`src/rtl/irq_pkg.sv`:
```
package irq_pkg;
  localparam int NCPU     = 4;
  localparam int NEXT     = 16;
  localparam int NDISC    = 8;
  localparam int NTMR     = 4;
  localparam int NMSG     = 4;
  localparam int NSRC     = NEXT + NTMR + NMSG + NCPU;
  localparam int TMR_BASE = NEXT;
  localparam int MSG_BASE = TMR_BASE + NTMR;
  localparam int IPI_BASE = MSG_BASE + NMSG;
  localparam int SRC_W    = $clog2(NSRC);
  localparam int CPU_W    = $clog2(NCPU);
  localparam int PRI_W    = 4;

  localparam int A_TASK = 32;
  localparam int A_ACK  = 36;
  localparam int A_MSG  = 40;
  localparam int A_IPI  = 44;
  localparam int A_RLD  = 48;
  localparam int A_TCTL = 52;
  localparam int A_MODE = 53;

  localparam logic [7:0] SPURIOUS = 8'hFF;

  typedef struct packed {
    logic             crit;
    logic [CPU_W-1:0] dest;
    logic             mask;
    logic [PRI_W-1:0] prio;
  } src_cfg_t;
endpackage

```
`src/rtl/irq_serial_rx.sv`:
```
module irq_serial_rx #(
  parameter int NBITS = 16
) (
  input  logic             clk,
  input  logic             rst_n,
  input  logic             sync_i,
  input  logic             data_i,
  output logic [NBITS-1:0] bits_o,
  output logic             done_o
);
  localparam int CW = $clog2(NBITS + 1);

  logic [CW-1:0]    cnt;
  logic [NBITS-1:0] sh;

  // high on the cycle whose edge takes the final bit
  assign done_o = (cnt == CW'(1));

  always_ff @(posedge clk) begin
    if (!rst_n) begin
      cnt    <= '0;
      sh     <= '0;
      bits_o <= '0;
    end else if (sync_i) begin
      cnt <= CW'(NBITS);
    end else if (cnt != '0) begin
      sh  <= {sh[NBITS-2:0], data_i};
      cnt <= cnt - CW'(1);
      if (done_o) bits_o <= {sh[NBITS-2:0], data_i};
    end
  end
endmodule

```
`src/rtl/irq_timer_bank.sv`:
```
module irq_timer_bank #(
  parameter int NT = 4,
  parameter int W  = 16
) (
  input  logic          clk,
  input  logic          rst_n,
  input  logic [NT-1:0] en_i,
  input  logic [NT-1:0] casc_i,
  input  logic [NT-1:0] ld_i,
  input  logic [W-1:0]  ld_val_i,
  output logic [NT-1:0] wrap_o
);
  logic [W-1:0]  cnt [NT];
  logic [W-1:0]  rld [NT];
  logic [NT-1:0] step;

  for (genvar t = 0; t < NT; t++) begin : g_tmr
    if (t == 0) begin : g_head
      assign step[t] = en_i[t];
    end else begin : g_link
      assign step[t] = en_i[t] && (casc_i[t] ? wrap_o[t-1] : 1'b1);
    end
    assign wrap_o[t] = step[t] && (cnt[t] == '0);

    always_ff @(posedge clk) begin
      if (!rst_n) begin
        cnt[t] <= '0;
        rld[t] <= '0;
      end else if (ld_i[t]) begin
        cnt[t] <= ld_val_i;
        rld[t] <= ld_val_i;
      end else if (step[t]) begin
        cnt[t] <= (cnt[t] == '0) ? rld[t] : cnt[t] - W'(1);
      end
    end
  end
endmodule

```
`src/rtl/irq_cpu_sel.sv`:
```
module irq_cpu_sel #(
  parameter int NS = 28,
  parameter int PW = 4,
  parameter int IW = 5
) (
  input  logic [NS-1:0]    std_i,
  input  logic [NS-1:0]    crit_i,
  input  logic [NS*PW-1:0] pri_i,
  output logic             std_v_o,
  output logic [IW-1:0]    std_idx_o,
  output logic [PW-1:0]    std_pri_o,
  output logic             crit_v_o,
  output logic [IW-1:0]    crit_idx_o
);
  logic [PW-1:0] crit_pri;

  // scan downward with >= so that equal priorities settle on the lowest index
  always_comb begin
    std_v_o    = 1'b0;
    std_idx_o  = '0;
    std_pri_o  = '0;
    crit_v_o   = 1'b0;
    crit_idx_o = '0;
    crit_pri   = '0;
    for (int i = NS - 1; i >= 0; i--) begin
      if (std_i[i] && (!std_v_o || pri_i[i*PW +: PW] >= std_pri_o)) begin
        std_v_o   = 1'b1;
        std_idx_o = IW'(i);
        std_pri_o = pri_i[i*PW +: PW];
      end
      if (crit_i[i] && (!crit_v_o || pri_i[i*PW +: PW] >= crit_pri)) begin
        crit_v_o   = 1'b1;
        crit_idx_o = IW'(i);
        crit_pri   = pri_i[i*PW +: PW];
      end
    end
  end
endmodule

```
`src/rtl/mp_irq_ctrl.sv`:
```
module mp_irq_ctrl
  import irq_pkg::*;
#(
  parameter int DATA_W = 32,
  parameter int TMR_W  = 16,
  parameter int ADDR_W = 6
) (
  input  logic              clk,
  input  logic              rst_n,
  input  logic [NDISC-1:0]  irq_in,
  input  logic              ser_sync,
  input  logic              ser_data,
  input  logic              wr_en,
  input  logic              rd_en,
  input  logic [ADDR_W-1:0] addr,
  input  logic [DATA_W-1:0] wdata,
  output logic [DATA_W-1:0] rd_data,
  output logic [NCPU-1:0]   irq_out,
  output logic [NCPU-1:0]   crit_out
);
  src_cfg_t             cfg [NSRC];
  logic [PRI_W-1:0]     task_pri [NCPU];
  logic [PRI_W-1:0]     insvc_pri [NCPU];
  logic [NCPU-1:0]      insvc_v;
  logic [DATA_W-1:0]    msg_data [NMSG];
  logic [NSRC-1:NEXT]   edge_pend;
  logic                 ser_mode;
  logic [NTMR-1:0]      tmr_en, tmr_casc, tmr_ld, tmr_wrap;
  logic [NEXT-1:0]      ser_bits, ext_lvl;
  logic                 ser_done;
  logic [NSRC-1:0]      pend;
  logic [NSRC*PRI_W-1:0] pri_flat;
  logic [NSRC-1:0]      std_vec [NCPU];
  logic [NSRC-1:0]      crit_vec [NCPU];
  logic [NCPU-1:0]      best_v, crit_v, present;
  logic [SRC_W-1:0]     best_idx [NCPU];
  logic [SRC_W-1:0]     crit_idx [NCPU];
  logic [PRI_W-1:0]     best_pri [NCPU];
  logic                 ack_hit, ack_take, ack_std;
  logic [CPU_W-1:0]     ack_cpu;
  logic [SRC_W-1:0]     ack_src;
  logic [7:0]           ack_vec;
  logic [DATA_W-1:0]    rd_next;

  irq_serial_rx #(.NBITS(NEXT)) u_ser (
    .clk(clk), .rst_n(rst_n), .sync_i(ser_sync), .data_i(ser_data),
    .bits_o(ser_bits), .done_o(ser_done)
  );

  always_comb begin
    for (int t = 0; t < NTMR; t++) tmr_ld[t] = wr_en && (addr == ADDR_W'(A_RLD + t));
  end

  irq_timer_bank #(.NT(NTMR), .W(TMR_W)) u_tmr (
    .clk(clk), .rst_n(rst_n), .en_i(tmr_en), .casc_i(tmr_casc),
    .ld_i(tmr_ld), .ld_val_i(wdata[TMR_W-1:0]), .wrap_o(tmr_wrap)
  );

  assign ext_lvl = ser_mode ? ser_bits : {{(NEXT-NDISC){1'b0}}, irq_in};
  assign pend    = {edge_pend, ext_lvl};

  // eligibility per CPU; doorbells are hard-wired to their own CPU
  always_comb begin
    logic [CPU_W-1:0] rt;
    logic             ok;
    for (int s = 0; s < NSRC; s++) pri_flat[s*PRI_W +: PRI_W] = cfg[s].prio;
    for (int c = 0; c < NCPU; c++) begin
      for (int s = 0; s < NSRC; s++) begin
        rt = (s >= IPI_BASE) ? CPU_W'(s - IPI_BASE) : cfg[s].dest;
        ok = pend[s] && !cfg[s].mask && (rt == CPU_W'(c));
        std_vec[c][s]  = ok && !cfg[s].crit && (cfg[s].prio != '0);
        crit_vec[c][s] = ok && cfg[s].crit;
      end
    end
  end

  for (genvar c = 0; c < NCPU; c++) begin : g_cpu
    irq_cpu_sel #(.NS(NSRC), .PW(PRI_W), .IW(SRC_W)) u_sel (
      .std_i(std_vec[c]), .crit_i(crit_vec[c]), .pri_i(pri_flat),
      .std_v_o(best_v[c]), .std_idx_o(best_idx[c]), .std_pri_o(best_pri[c]),
      .crit_v_o(crit_v[c]), .crit_idx_o(crit_idx[c])
    );
    logic [PRI_W-1:0] thr;
    assign thr = (insvc_v[c] && insvc_pri[c] > task_pri[c]) ? insvc_pri[c] : task_pri[c];
    assign present[c] = best_v[c] && (best_pri[c] > thr);
  end

  always_comb begin
    ack_hit = 1'b0;
    ack_cpu = '0;
    for (int c = 0; c < NCPU; c++) begin
      if (addr == ADDR_W'(A_ACK + c)) begin
        ack_hit = rd_en;
        ack_cpu = CPU_W'(c);
      end
    end
    ack_take = crit_v[ack_cpu] || present[ack_cpu];
    ack_std  = !crit_v[ack_cpu] && present[ack_cpu];
    ack_src  = crit_v[ack_cpu] ? crit_idx[ack_cpu] : best_idx[ack_cpu];
    ack_vec  = ack_take ? 8'(ack_src) : SPURIOUS;
  end

  always_ff @(posedge clk) begin
    if (!rst_n) begin
      for (int s = 0; s < NSRC; s++) cfg[s] <= '{crit: 1'b0, dest: '0, mask: 1'b1, prio: '0};
      for (int c = 0; c < NCPU; c++) begin
        task_pri[c]  <= '0;
        insvc_pri[c] <= '0;
      end
      for (int m = 0; m < NMSG; m++) msg_data[m] <= '0;
      insvc_v   <= '0;
      edge_pend <= '0;
      ser_mode  <= 1'b0;
      tmr_en    <= '0;
      tmr_casc  <= '0;
      irq_out   <= '0;
      crit_out  <= '0;
    end else begin
      irq_out  <= present;
      crit_out <= crit_v;
      if (wr_en) begin
        for (int s = 0; s < NSRC; s++)
          if (addr == ADDR_W'(s)) cfg[s] <= src_cfg_t'(wdata[7:0]);
        for (int c = 0; c < NCPU; c++) begin
          if (addr == ADDR_W'(A_TASK + c)) task_pri[c] <= wdata[PRI_W-1:0];
          if (addr == ADDR_W'(A_ACK + c))  insvc_v[c]  <= 1'b0;
        end
        if (addr == ADDR_W'(A_TCTL)) begin
          tmr_en   <= wdata[NTMR-1:0];
          tmr_casc <= wdata[2*NTMR-1:NTMR];
        end
        if (addr == ADDR_W'(A_MODE)) ser_mode <= wdata[0];
      end
      if (ack_hit && ack_take) begin
        for (int s = NEXT; s < NSRC; s++)
          if (ack_src == SRC_W'(s)) edge_pend[s] <= 1'b0;
        if (ack_std) begin
          insvc_v[ack_cpu]   <= 1'b1;
          insvc_pri[ack_cpu] <= best_pri[ack_cpu];
        end
      end
      // new events win over a same-cycle acknowledge
      for (int t = 0; t < NTMR; t++)
        if (tmr_wrap[t]) edge_pend[TMR_BASE + t] <= 1'b1;
      if (wr_en) begin
        for (int m = 0; m < NMSG; m++) begin
          if (addr == ADDR_W'(A_MSG + m)) begin
            msg_data[m]             <= wdata;
            edge_pend[MSG_BASE + m] <= 1'b1;
          end
        end
        if (addr == ADDR_W'(A_IPI)) begin
          for (int k = 0; k < NCPU; k++)
            if (wdata[k]) edge_pend[IPI_BASE + k] <= 1'b1;
        end
      end
    end
  end

  always_comb begin
    rd_next = '0;
    for (int s = 0; s < NSRC; s++)
      if (addr == ADDR_W'(s)) rd_next = {{(DATA_W-8){1'b0}}, cfg[s]};
    for (int c = 0; c < NCPU; c++) begin
      if (addr == ADDR_W'(A_TASK + c)) rd_next = {{(DATA_W-PRI_W){1'b0}}, task_pri[c]};
      if (addr == ADDR_W'(A_ACK + c))  rd_next = {{(DATA_W-8){1'b0}}, ack_vec};
    end
    for (int m = 0; m < NMSG; m++)
      if (addr == ADDR_W'(A_MSG + m)) rd_next = msg_data[m];
    if (addr == ADDR_W'(A_TCTL)) rd_next = {{(DATA_W-2*NTMR){1'b0}}, tmr_casc, tmr_en};
    if (addr == ADDR_W'(A_MODE)) rd_next = {{(DATA_W-1){1'b0}}, ser_mode};
  end

  always_ff @(posedge clk) begin
    if (!rst_n)     rd_data <= '0;
    else if (rd_en) rd_data <= rd_next;
  end
endmodule

```
`config.mk`:
```
export PLATFORM = sky130hd
export DESIGN_NAME = mp_irq_ctrl
export DESIGN_NICKNAME = d
export VERILOG_FILES = /design/src/rtl/irq_pkg.sv /design/src/rtl/irq_serial_rx.sv /design/src/rtl/irq_timer_bank.sv /design/src/rtl/irq_cpu_sel.sv /design/src/rtl/mp_irq_ctrl.sv
export SDC_FILE = /design/constraint.sdc
export NUM_CORES = 2
export LEC_CHECK = 0
export BUFFER_PORTS_ARGS = -buffer_cell sky130_fd_sc_hd__buf_2
export CORE_MARGIN = 2
export CORE_UTILIZATION = 55
export DETAILED_ROUTE_END_ITERATION = 10
export PLACE_DENSITY_LB_ADDON = 0.3
export REMOVE_ABC_BUFFERS = 1
export SLEW_MARGIN = 0
export SYNTH_ARGS = -nofsm -noshare
export SYNTH_HDL_FRONTEND = slang
export SYNTH_SLANG_ARGS = --single-unit
```
`constraint.sdc`:
```
create_clock -name clk -period 52.1 [get_ports clk]
set_input_delay 7.815 -clock clk [delete_from_list [all_inputs] [get_ports clk]]
set_output_delay 7.815 -clock clk [all_outputs]
set_load 0.01 [all_outputs]
```
==> metrics.txt <==
outcome=finished with violations; failing checks=max-capacitance violations, max-slew violations; Detail Route Antenna Nets=0; Starting Density=55.5%; Slew headroom=-3.06%; DRC=0; Final HPWL DP=212000 um; initial antenna violation count=10; Resize count post-CTS=0; Clk pin slew, worst setup/hold paths=0.07 ns; clk_skew=0.0223 ns; share of cells above drive strength 1=9.49%; Fin. Hold Viols=0; Post-Syn Area=0.0644 sq mm; hold path depth=2; Yosys warnings=0; Max FO, Critical Path=16; Post-Syn Instances=7821; Crit path top cell by count=ha_1; startpoint types=register; Clk Latency, worst-skew pair=0.64 ns; Die ar.=0.120 sq mm; GPL Wtd Cong=1.14; VDD IR-drop max=0.0339 mV; # rows=125; total gr overflow=0; first-pass GRT wire length=398000 um; fmax=21.0 MHz; Crit path largest cell delay=0.96 ns; slowest CP cell=o31ai_2; Finished Cell Area=0.0688 sq mm; initial DRC count=9735; Hold WC Path Type=reg2reg; placed standard-cell area=0.0668 sq mm; depth of the worst register-to-register path=195; fin crit share=91.2%; Final #Nets=8592; Leak Pwr=0.0277 uW; Total Routing Usage GR=43.9%; synth unique cells=129; IO buf count=91; Seq/Total Area, Yosys=27.0%; post-synth top area share=23.9%; largest cells by area after synthesis=edfxtp_1 (24%), ha_1 (14%), nand2_1 (4.6%), nor2_1 (4.5%), a21oi_1 (4.1%); Total Wirelength=274000 um; Max H-tree Level=2; vias in the first global route=60800; Setup TNS=0 ns; routed vias=66600; pwr dens=18.8 mW/mm^2; fin. max-slew vios=4; most frequent cell after synthesis=nand2_1; max cap viols=1; DR vias/cell=7.09; CTS buffer count=57; TritonCTS Sinks=613; Die W=346 um; io pins=92; Synth area leader=edfxtp_1; clock root buffer master=clkbuf_16; synth-to-layout area growth=6.93%; WS Path Type=reg2reg; Die Ht=346 um; Post-synth top cells=nand2_1 (794), nor2_1 (776), ha_1 (739); Hold-fix buffers, CTS=0; asr flop ratio synth=0%; CTS tree=done; EDFF count, synth=512; core footprint=0.116 sq mm; Crit path arrival time=48.06 ns; drt pass-1 iters=9; Avg WL per Cell=29.2 um; post-CTS setup buffers=0; most used flip-flop cell after synthesis=edfxtp_1; final setup vio count=0; RSZ-0062 raised after global routing=no; Clock Tree Buf Depth=3; Syn Area/Cell=8.23 sq um; CP required=52.65 ns; post-synthesis register bit count=613; Worst setup EP type=register; largest net degree at the start of global routing=57; Worst-Margin Slew=1.53 ns; Final Critical Period=47.51 ns
worst max-delay path, delay by kind of cell (launching register included):
family          cells  cell delay [ns]
buf+inv             6             1.13
simple gates       61            10.47
mux                 7             2.93
flops               1             0.84
compound gates     95            24.67
fa+ha+maj          26             7.29
kinds of logic (layout without fill, tap and decap cells):
group	count (synthesis)	after routing	synth area share [%]
AOI/OAI and AO/OA	2382	2382	25.4
xor gates and xnor gates	47	47	0.640
adders and majority gates	754	754	14.6
buffers and inverters	695	724	4.17
DFF	613	613	27.0
muxes	233	233	3.95
other	0	6	0
and+or+nand+nor	3097	3097	24.2
routing by layer:
metal / global-route usage, % / up-vias / routed length [um]
li1: - / 29400 / -
met1: 58.2 / 31400 / 104000
met2: 64.9 / 4786 / 113000
met3: 11.1 / 1008 / 37700
met4: 25.0 / 10 / 19300
met5: 0 / - / 68
where the power goes:
group          internal, uW  switching (uW)
clock                   259             189
sequential              556            28.3
combinational          85.5             175
total                   901             392
layout by cell type (no fill, tap or decap), types with 104 or more instances in the layout:
cell type and count:
nand2_1 790, nor2_1 770, ha_1 739, a21oi_1 532, edfxtp_1 512, o21ai_0 366, inv_1 336, a21o_1 329
nand2b_1 251, nand3_1 214, and2_1 203, buf_4 184, nor3_1 162, mux2_2 157, and3_1 126, a22oi_1 113
a31oi_1 104
state kept, by name, indices dropped and copies added (netlist names), 15 cells and up:
| name | flops |
|---|---|
| cfg | 224 |
| msg_data | 128 |
| u_tmr.cnt | 64 |
| u_tmr.rld | 64 |
| rd_data | 32 |
| insvc_pri | 16 |
| task_pri | 16 |
| u_ser.bits_o | 16 |
| u_ser.sh | 15 |
cell type report:
class | count | area, sq um
inverters | 342 | 1280
multi-input cells | 6513 | 44400
flip-flops and latches | 613 | 17400
repair buffers | 274 | 1830
clock inverters | 30 | 367
clock buffers | 78 | 1660
well taps | 1524 | 1910
fillers | 10300 | 47200
diodes | 6 | 15.0
through the flow:
step / instances / utilization, % / total power, uW / hold slack [ns] / worst slack [ns]
after floorplan: 7468 / - / 731 / 0.432 / 13.05
after global placement: 9266 / 57.5 / 832 / 0.442 / 6.78
after detailed placement: 9266 / 57.5 / 839 / 0.447 / 6.27
after CTS: 9374 / 59.3 / 1280 / 0.456 / 6.06
after global routing: 9375 / 59.3 / 1330 / 0.470 / 1.42
final: 9380 / 59.3 / 1290 / 0.456 / 4.59
path summary, 6_finish.rpt:
| path | from | endpoint | slack (ns) |
|---|---|---|---|
| worst max-delay path | cfg[1][56]$_DFFE_PP_ | rd_data[6]$_SDFFE_PN0P_ | 4.59 |
| worst min-delay path | u_ser.bits_o[1]$_SDFFE_PN0P_ | u_ser.bits_o[1]$_SDFFE_PN0P_ | 0.46 |
| worst max register to register | cfg[1][56]$_DFFE_PP_ | rd_data[6]$_SDFFE_PN0P_ | 4.59 |
| worst min register to register | u_ser.bits_o[1]$_SDFFE_PN0P_ | u_ser.bits_o[1]$_SDFFE_PN0P_ | 0.46 |
No activity file was read; power rests on OpenSTA's default activity.
